$ cat config.mk
export PLATFORM = sky130hd
export DESIGN_NAME = pwm_justify
export DESIGN_NICKNAME = d
export VERILOG_FILES = /design/src/rtl/pwm_just_pkg.sv /design/src/rtl/pwm_slot_counter.sv /design/src/rtl/pwm_cmd_pipe.sv /design/src/rtl/pwm_shaper.sv /design/src/rtl/pwm_justify.sv
export SDC_FILE = /design/constraint.sdc
export NUM_CORES = 1
export LEC_CHECK = 0
export BUFFER_PORTS_ARGS = -buffer_cell sky130_fd_sc_hd__buf_2
export CORE_MARGIN = 3
export CORE_UTILIZATION = 55
export CTS_CLUSTER_DIAMETER = 100
export DETAILED_ROUTE_END_ITERATION = 8
export PLACE_DENSITY_LB_ADDON = 0.08
export SETUP_SLACK_MARGIN = 0.1
export SLEW_MARGIN = 5
export SYNTH_ARGS = -nofsm -noshare
export SYNTH_HDL_FRONTEND = slang
export SYNTH_SLANG_ARGS = --single-unit
$ cat constraint.sdc
create_clock -name clk -period 4.7 [get_ports clk]
set_input_delay 0.94 -clock clk [delete_from_list [all_inputs] [get_ports clk]]
set_output_delay 0.94 -clock clk [all_outputs]
set_load 0.01 [all_outputs]
$ cat src/rtl/pwm_just_pkg.sv
package pwm_just_pkg;

    parameter int CODE_W = 8;
    localparam int SLOT_W = CODE_W;
    localparam logic [CODE_W:0] SLOTS_X = (CODE_W+1)'(1) << CODE_W;
    localparam logic [CODE_W:0] HALF_X  = (CODE_W+1)'(1) << (CODE_W-1);
    localparam logic [CODE_W-1:0] CODE_FULL = '1;
    localparam logic [CODE_W-1:0] CODE_NONE = '0;

    typedef enum logic [1:0] {
        JUST_LEFT   = 2'd0,
        JUST_RIGHT  = 2'd1,
        JUST_CENTRE = 2'd2
    } just_e;

    typedef struct packed {
        logic [CODE_W-1:0] code;
        just_e             just;
    } dot_cmd_t;

    localparam dot_cmd_t CMD_IDLE = '{code: CODE_NONE, just: JUST_LEFT};

    function automatic just_e decode_just(input logic single_edge, input logic lead_edge);
        if (!single_edge)   return JUST_CENTRE;
        else if (lead_edge) return JUST_RIGHT;
        else                return JUST_LEFT;
    endfunction

    // Decide whether a given sub-slot of the period is high for a command.
    function automatic logic slot_hit(input dot_cmd_t c, input logic [SLOT_W-1:0] s);
        logic [CODE_W:0] w;
        logic [CODE_W:0] sx;
        logic [CODE_W:0] lo;
        logic [CODE_W:0] hi;
        logic            hit;
        w   = {1'b0, c.code};
        sx  = {1'b0, s};
        lo  = HALF_X - (w >> 1);
        hi  = lo + w;
        hit = 1'b0;
        if (c.code == CODE_NONE) begin
            hit = 1'b0;
        end else if (c.code == CODE_FULL) begin
            hit = 1'b1;
        end else begin
            case (c.just)
                JUST_LEFT:   hit = (sx < w);
                JUST_RIGHT:  hit = ((sx + w) >= SLOTS_X);
                JUST_CENTRE: hit = (sx >= lo) && (sx < hi);
                default:     hit = 1'b0;
            endcase
        end
        return hit;
    endfunction

endpackage

$ cat src/rtl/pwm_slot_counter.sv
module pwm_slot_counter
    import pwm_just_pkg::*;
(
    input  logic              clk,
    input  logic              rst,
    input  logic              run,
    input  logic              restart,
    output logic [SLOT_W-1:0] slot_q,
    output logic [SLOT_W-1:0] slot_nxt
);

    always_comb begin
        if (!run)         slot_nxt = slot_q;
        else if (restart) slot_nxt = '0;
        else              slot_nxt = slot_q + 1'b1;
    end

    always_ff @(posedge clk) begin
        if (rst) slot_q <= '0;
        else     slot_q <= slot_nxt;
    end

endmodule

$ cat src/rtl/pwm_cmd_pipe.sv
module pwm_cmd_pipe
    import pwm_just_pkg::*;
(
    input  logic     clk,
    input  logic     rst,
    input  logic     load,
    input  dot_cmd_t cmd_in,
    output dot_cmd_t act_q,
    output dot_cmd_t act_nxt
);

    dot_cmd_t held_q;

    always_comb begin
        act_nxt = load ? held_q : act_q;
    end

    always_ff @(posedge clk) begin
        if (rst) begin
            held_q <= CMD_IDLE;
            act_q  <= CMD_IDLE;
        end else if (load) begin
            held_q <= cmd_in;
            act_q  <= held_q;
        end
    end

endmodule

$ cat src/rtl/pwm_shaper.sv
module pwm_shaper
    import pwm_just_pkg::*;
(
    input  logic              clk,
    input  logic              rst,
    input  logic              run,
    input  logic              force_hi,
    input  dot_cmd_t          cmd,
    input  logic [SLOT_W-1:0] slot,
    output logic              pwm_q
);

    always_ff @(posedge clk) begin
        if (rst)           pwm_q <= 1'b0;
        else if (!run)     pwm_q <= 1'b0;
        else if (force_hi) pwm_q <= 1'b1;
        else               pwm_q <= slot_hit(cmd, slot);
    end

endmodule

$ cat src/rtl/pwm_justify.sv
module pwm_justify
    import pwm_just_pkg::*;
(
    input  logic              clk,
    input  logic              rst,
    input  logic              dot_start,
    input  logic [CODE_W-1:0] width_code,
    input  logic              single_edge,
    input  logic              lead_edge,
    input  logic              retrace,
    input  logic              low_power_n,
    output logic              pwm_out
);

    dot_cmd_t          cmd_in;
    dot_cmd_t          act_q;
    dot_cmd_t          act_nxt;
    logic [SLOT_W-1:0] slot_q;
    logic [SLOT_W-1:0] slot_nxt;

    always_comb begin
        cmd_in.code = width_code;
        cmd_in.just = decode_just(single_edge, lead_edge);
    end

    pwm_cmd_pipe u_pipe (
        .clk     (clk),
        .rst     (rst),
        .load    (dot_start),
        .cmd_in  (cmd_in),
        .act_q   (act_q),
        .act_nxt (act_nxt)
    );

    pwm_slot_counter u_cnt (
        .clk      (clk),
        .rst      (rst),
        .run      (low_power_n),
        .restart  (dot_start),
        .slot_q   (slot_q),
        .slot_nxt (slot_nxt)
    );

    pwm_shaper u_shape (
        .clk      (clk),
        .rst      (rst),
        .run      (low_power_n),
        .force_hi (retrace),
        .cmd      (act_nxt),
        .slot     (slot_nxt),
        .pwm_q    (pwm_out)
    );

endmodule

==> results.txt, run 1 <==
Cell Area, Placed -> 2701 um2
setup TNS -> 0 ns
initial antenna violation count -> 0
hold path cells -> 2
Post-Synth Simple-Gate Area -> 21.09%
GR Util met2 -> 38.03%
CTS buffer count -> 5
pwr dens -> 268.9 nW/um2
Hold Crit Class -> flop to flop
Final Cycle Share -> 91.71%
Final HPWL DP -> 4532 um
Design Area, Final -> 2824 um2
Final Hold Fails -> 0
syn_area_per_cell -> 8.551 um2
top cells by area, synth -> dfxtp_1 23%, ha_1 20%, mux2i_1 6.9%
R2R setup slack -> 0.90 ns
post-synth top area share -> 23.41%
worst-case reg-to-reg path depth -> 17
Hold Startpoint -> u_pipe.held_q[0]
placed cells -> 358
ANT cells -> 0
RSZ-0062 raised after global routing -> false
grt met3 use -> 4.132%
mapped cell area -> 2480 um2
Post-Synth Adder-Cell Area -> 19.68%
CTS tree -> done
Synth Area in XOR/XNOR -> 6.004%
Total GRT Usage -> 23.74%
Total Power -> 0.7594 mW
drt drc -> 0
via count -> 2135
final setup fails -> 0
register bit total from synthesis -> 29
most frequent cells in the layout -> 38 x ha_1, 34 x nor2_1, 29 x dfxtp_1
largest family of logic cells by synthesized area -> simple AND/OR/NAND/NOR gates
top cell type by total area after synthesis -> dfxtp_1
multi-input combinational cell area -> 1818 um2
Die X -> 73.15 um
Top Ports -> 16
Max IR drop VDD -> 0.1917 mV
CTS root buf -> clkbuf_8
final cell count without fillers -> 366
sequential cell area -> 580.6 um2
vias in the first global route -> 2043
vias per cell -> 5.833
outcome -> completed
final core utilization -> 67.68%
critical path class -> input pin to flop
crit path capture type -> flop
startpoint types -> input pin
commonest non-fill, non-tap cell in the layout -> ha_1
DR WL/cell -> 15.51 um
Final Net Count -> 369
Max Freq -> 232.0 MHz
EDFF count, synth -> 0
FFs w/ async S/R, synth -> 0%
Crit Path Max Fanout -> 7
Post-Route WL -> 5676 um
layout cells sized above 1 -> 15.82%
Netlist cell types -> 53
Top Usage Layer GRT -> met2
Cells after Synth -> 290
Ys Warns -> 0
post-synthesis mux area share -> 8.880%
area grow syn2layout -> 13.87%
register area share after synthesis -> 23.41%
PortBufs -> 15
Compound-Gate Fraction of Synth Area -> 16.15%
aggregate global routing overflow -> 0
Pins Over Slew Limit -> 0
total core area -> 4173 um2
Hold Path End -> u_pipe.held_q[0]
Num Clock Sinks -> 29
Worst EP arrival -> 4.54 ns
final antenna-violating net count -> 0
RR Startpoint -> u_pipe.act_q[4]
clock slew at reported path FFs -> 0.06 ns
first-pass GRT wire length -> 9929 um
P_leak -> 1.315 nW
initial core utilization -> 59.43%
max-slew headroom at the worst pin -> 50.22%
GRT met1 Usage -> 32.66%
H-Tree Depth -> 2
max cap viols -> 0
DIE HEIGHT -> 73.15 um
Critical Path RT -> 4.93 ns
largest net degree at the start of global routing -> 31
Critical R2R Capture -> u_shape.pwm_q
hold_buf cts -> 0
Rows -> 23
Tmin final -> 4.310 ns
Fillers -> 368
Post-Syn Nets -> 344
skew final -> 0.007833 ns
worst-margin pin slew -> 0.7389 ns
DIE AREA -> 5351 um2
Placer Congestion -> 0.9111
Main synth FF type -> dfxtp_1
drt first pass iters -> 4
Clk Latency, worst-skew pair -> 0.28 ns
Clock Path Buffers -> 2
Initial DRC Count -> 138
cell type report:
class	instances	share of cell area [%]
repair buffers	27	5.937
flip-flops and latches	29	20.56
inverters	20	2.658
multi-input cells	232	64.38
clock buffers	6	2.924
well taps	50	2.215
clock inverters	2	1.329
worst max path at each step:
stage / end / cells after the start / from
finish: u_shape.pwm_q / 17 / dot_start
global route: u_shape.pwm_q / 17 / dot_start
CTS: u_shape.pwm_q / 17 / dot_start
detailed placement: u_shape.pwm_q / 17 / dot_start
global placement: u_shape.pwm_q / 17 / dot_start
floorplan: u_shape.pwm_q / 18 / dot_start
registers in the layout, summed over array words and instances (netlist names):
register       count
u_cnt.slot_q       8
u_pipe.act_q      10
u_shape.pwm_q      1
u_pipe.held_q     10
cells in the mapped netlist, types with 5 or more instances:
library cell,count
dfxtp_1,29
nand2b_1,5
nand3_1,7
ha_1,39
o21ai_0,10
nor2_1,34
nand2_1,9
nor3_1,8
inv_1,18
a21oi_1,16
mux2i_1,17
nor2b_1,14
xnor2_1,15
logic make-up after synthesis:
group / Yosys count
flip-flops: 29
AO/OA/AOI/OAI: 57
adder cells (fa/ha/maj): 39
AND/OR/NAND/NOR: 99
buffers and inverters: 29
multiplexers: 20
XOR/XNOR: 17
routing by layer:
layer	part of all wire, %	vias up	wire length [um]
li1	-	1094	-
met1	49	984	2774
met2	46	49	2589
met3	4.3	8	245
met4	1.1	0	65
met5	0	-	0
what timing repair did:
item | 4_1_cts | 5_1_grt
endpoints found under the setup margin | 0 | 1
resized for setup | 0 | 1
setup buffers | 0 | 0
where the power goes:
part | switching [mW] | leakage (nW) | total (mW) | internal, mW
registers | 0.00946 | 0.237 | 0.265 | 0.255
logic | 0.123 | 1.02 | 0.226 | 0.102
clock network | 0.0970 | 0.0574 | 0.269 | 0.172
total | 0.230 | 1.32 | 0.759 | 0.530
worst max-delay path, cell delays in order:
cell and delay [ns]:
clkbuf_4 0.20, mux2i_4 0.28, ha_4 0.18, nor4bb_2 0.32
nor2_1 0.11, or3_1 0.33, xnor2_1 0.15, ha_1 0.25
or4_1 0.40, o311ai_0 0.11, nor3b_1 0.10, ha_1 0.20
or4_1 0.46, a21oi_1 0.13, o21ai_0 0.10, o211ai_1 0.11
a32o_1 0.17
stage by stage:
stage | hold WS [ns] | setup WS, ns
after floorplan | 0.4726 | 0.1366
after global placement | 0.4988 | 0.1344
after detailed placement | 0.4946 | 0.04661
after CTS | 0.5054 | 0.3348
after global routing | 0.5402 | 0.1498
final | 0.5104 | 0.3897
Power figures use the tool's default switching activity.
==> inputs of run 2 (changes only) <==
--- a/config.mk
+++ b/config.mk
@@ -11,6 +11,7 @@
 export CTS_CLUSTER_DIAMETER = 100
 export DETAILED_ROUTE_END_ITERATION = 8
 export PLACE_DENSITY_LB_ADDON = 0.08
+export RECOVER_POWER = 50
 export SETUP_SLACK_MARGIN = 0.1
 export SLEW_MARGIN = 5
 export SYNTH_ARGS = -nofsm -noshare
==> results.txt, run 2 (same netlist as run 1, synthesis figures left out) <==
startpoint types -> input pin (unchanged)
final cell count without fillers -> 366 (unchanged)
DR WL/cell -> 15.48 um (was 15.51 um)
Total Power -> 0.7582 mW (was 0.7594 mW)
critical path class -> input pin to flop (unchanged)
placed cells -> 358 (unchanged)
worst-margin pin slew -> 0.7374 ns (was 0.7389 ns)
switching power share of the total -> 30.27% (about the same)
Max Freq -> 231.4 MHz (was 232.0 MHz)
CTS tree -> done (unchanged)
Max IR drop VDD -> 0.1905 mV (was 0.1917 mV)
Num Clock Sinks -> 29 (unchanged)
Worst EP arrival -> 4.55 ns (was 4.54 ns)
Hold Crit Class -> flop to flop (unchanged)
Final HPWL DP -> 4532 um (unchanged)
Clk Latency, worst-skew pair -> 0.28 ns (about the same)
critical path launch point -> dot_start (unchanged)
RSZ-0062 raised after global routing -> false (unchanged)
Final Cycle Share -> 91.95% (was 91.71%)
worst-case reg-to-reg path depth -> 16 (was 17)
hold path cells -> 2 (unchanged)
skew final -> 0.007282 ns (was 0.007833 ns)
DIE HEIGHT -> 73.15 um (unchanged)
sequential cell area -> 580.6 um2 (unchanged)
crit path capture type -> flop (unchanged)
largest net degree at the start of global routing -> 31 (unchanged)
worst path cell trace -> clkbuf_4 > nor2b_4 > a21oi_4 > clkbuf_1 > nand3_1 > nor3_1 > xnor2_1 > ha_1 > or4_1 > o311ai_0 > nor3b_1 > ha_1 > or4_1 > a21oi_1 > o21ai_0 > o211ai_1 > a32o_1 (was clkbuf_4 > mux2i_4 > ha_4 > nor4bb_2 > nor2_1 > or3_1 > xnor2_1 > ha_1 > or4_1 > o311ai_0 > nor3b_1 > ha_1 > or4_1 > a21oi_1 > o21ai_0 > o211ai_1 > a32o_1)
post-CTS setup buffer count -> 0 (unchanged)
part of the power in the clock network -> 35.5% (was 35.4%)
Post-Route WL -> 5666 um (was 5676 um)
most frequent cells in the layout -> 38 x ha_1, 34 x nor2_1, 29 x dfxtp_1 (unchanged)
Placer Congestion -> 0.9111 (unchanged)
ANT cells -> 0 (unchanged)
Crit-path slowest cell -> or4_1 (unchanged)
via count -> 2133 (was 2135)
Critical Path RT -> 4.93 ns (about the same)
Die X -> 73.15 um (unchanged)
PortBufs -> 15 (unchanged)
Tmin final -> 4.322 ns (was 4.310 ns)
CTS root buf -> clkbuf_8 (unchanged)
multi-input combinational cell area -> 1818 um2 (unchanged)
Net Sw Power -> 0.2295 mW (was 0.2299 mW)
Hold Path End -> u_pipe.held_q[0] (unchanged)
H-Tree Depth -> 2 (unchanged)
slowest stage delay, CP -> 0.51 ns (was 0.46 ns)
Total GRT Usage -> 23.74% (unchanged)
R2R setup slack -> 0.82 ns (was 0.90 ns)
setup TNS -> 0 ns (unchanged)
max-slew headroom at the worst pin -> 50.32% (was 50.22%)
initial core utilization -> 59.43% (unchanged)
Pins Over Slew Limit -> 0 (unchanged)
Seq pwr share -> 34.9% (was 34.8%)
Clock Path Buffers -> 2 (unchanged)
combinational fraction of design power -> 29.6% (was 29.7%)
RR Startpoint -> u_pipe.act_q[4] (unchanged)
Initial DRC Count -> 137 (was 138)
Final Hold Fails -> 0 (unchanged)
final antenna-violating net count -> 0 (unchanged)
vias per cell -> 5.828 (was 5.833)
first-pass GRT wire length -> 9929 um (unchanged)
hold_buf cts -> 0 (unchanged)
vias in the first global route -> 2043 (unchanged)
pwr dens -> 269.2 nW/um2 (was 268.9 nW/um2)
drt first pass iters -> 4 (unchanged)
P_leak -> 1.309 nW (was 1.315 nW)
max cap viols -> 0 (unchanged)
initial antenna violation count -> 0 (unchanged)
commonest non-fill, non-tap cell in the layout -> ha_1 (unchanged)
Critical R2R Capture -> u_shape.pwm_q (unchanged)
CTS resizes -> 0 (unchanged)
Top Ports -> 16 (unchanged)
area grow syn2layout -> 13.57% (was 13.87%)
drt drc -> 0 (unchanged)
Hold Startpoint -> u_pipe.held_q[0] (unchanged)
Rows -> 23 (unchanged)
Crit Path Max Fanout -> 7 (unchanged)
CTS buffer count -> 5 (unchanged)
aggregate global routing overflow -> 0 (unchanged)
total core area -> 4173 um2 (unchanged)
clock slew at reported path FFs -> 0.06 ns (about the same)
DIE AREA -> 5351 um2 (unchanged)
Final Net Count -> 369 (unchanged)
outcome -> completed (unchanged)
layout cells sized above 1 -> 15.19% (was 15.82%)
Cell Int Power -> 0.5287 mW (was 0.5295 mW)
largest registers -> u_pipe.act_q: 10 flops, u_pipe.held_q: 10 flops, u_cnt.slot_q: 8 flops (unchanged)
final setup fails -> 0 (unchanged)
Fillers -> 369 (was 368)
## run 2: power by group through the flow
stage / clock network [mW] / registers (mW) / logic [mW]
after global routing: 0.287 / 0.266 / 0.256
after floorplan: 0 / 0.268 / 0.171
after CTS: 0.275 / 0.265 / 0.227
after global placement: 0 / 0.270 / 0.221
after detailed placement: 0 / 0.270 / 0.225
final: 0.269 / 0.265 / 0.225
## run 2: how the worst max path moves through the flow
stage                                to  slack, ns  depth (start not counted)
after floorplan           u_shape.pwm_q       0.14                         18
after global placement    u_shape.pwm_q       0.13                         17
after detailed placement  u_shape.pwm_q       0.05                         17
after CTS                 u_shape.pwm_q       0.33                         17
after global routing      u_shape.pwm_q       0.14                         17
final                     u_shape.pwm_q       0.38                         17
## run 2: area by class of cell
class	instances	area share [%]
inverter	20	2.665
tap	50	2.221
clock inverter	2	1.333
sequential	29	20.61
clock buffer	6	2.932
timing repair buffer	27	5.686
multi-input combinational	232	64.55
## run 2: routing by layer
| metal | global-route usage (%) | wire length, um |
|---|---|---|
| met1 | 32.66 | 2785 |
| met2 | 38.03 | 2592 |
| met3 | 4.132 | 222 |
| met4 | 6.352 | 65 |
| met5 | 0 | 0 |
## run 2: stage by stage
step	instance area (um2)	utilization, %	hold slack, ns	setup slack (ns)
CTS	2821	67.62	0.5054	0.3348
finish	2816	67.50	0.5104	0.3783
global route	2816	67.50	0.5402	0.1412
detailed placement	2701	64.74	0.4946	0.04661
floorplan	2524	-	0.4726	0.1366
global placement	2701	64.74	0.4988	0.1344
## run 2: critical path: cells and delay by family
family,cells,cell delay (ns)
and+or+nand+nor,6,1.56
AOI/OAI and AO/OA,6,0.77
adders and majority gates,2,0.54
buffers and inverters,2,0.53
xor gates and xnor gates,1,0.21
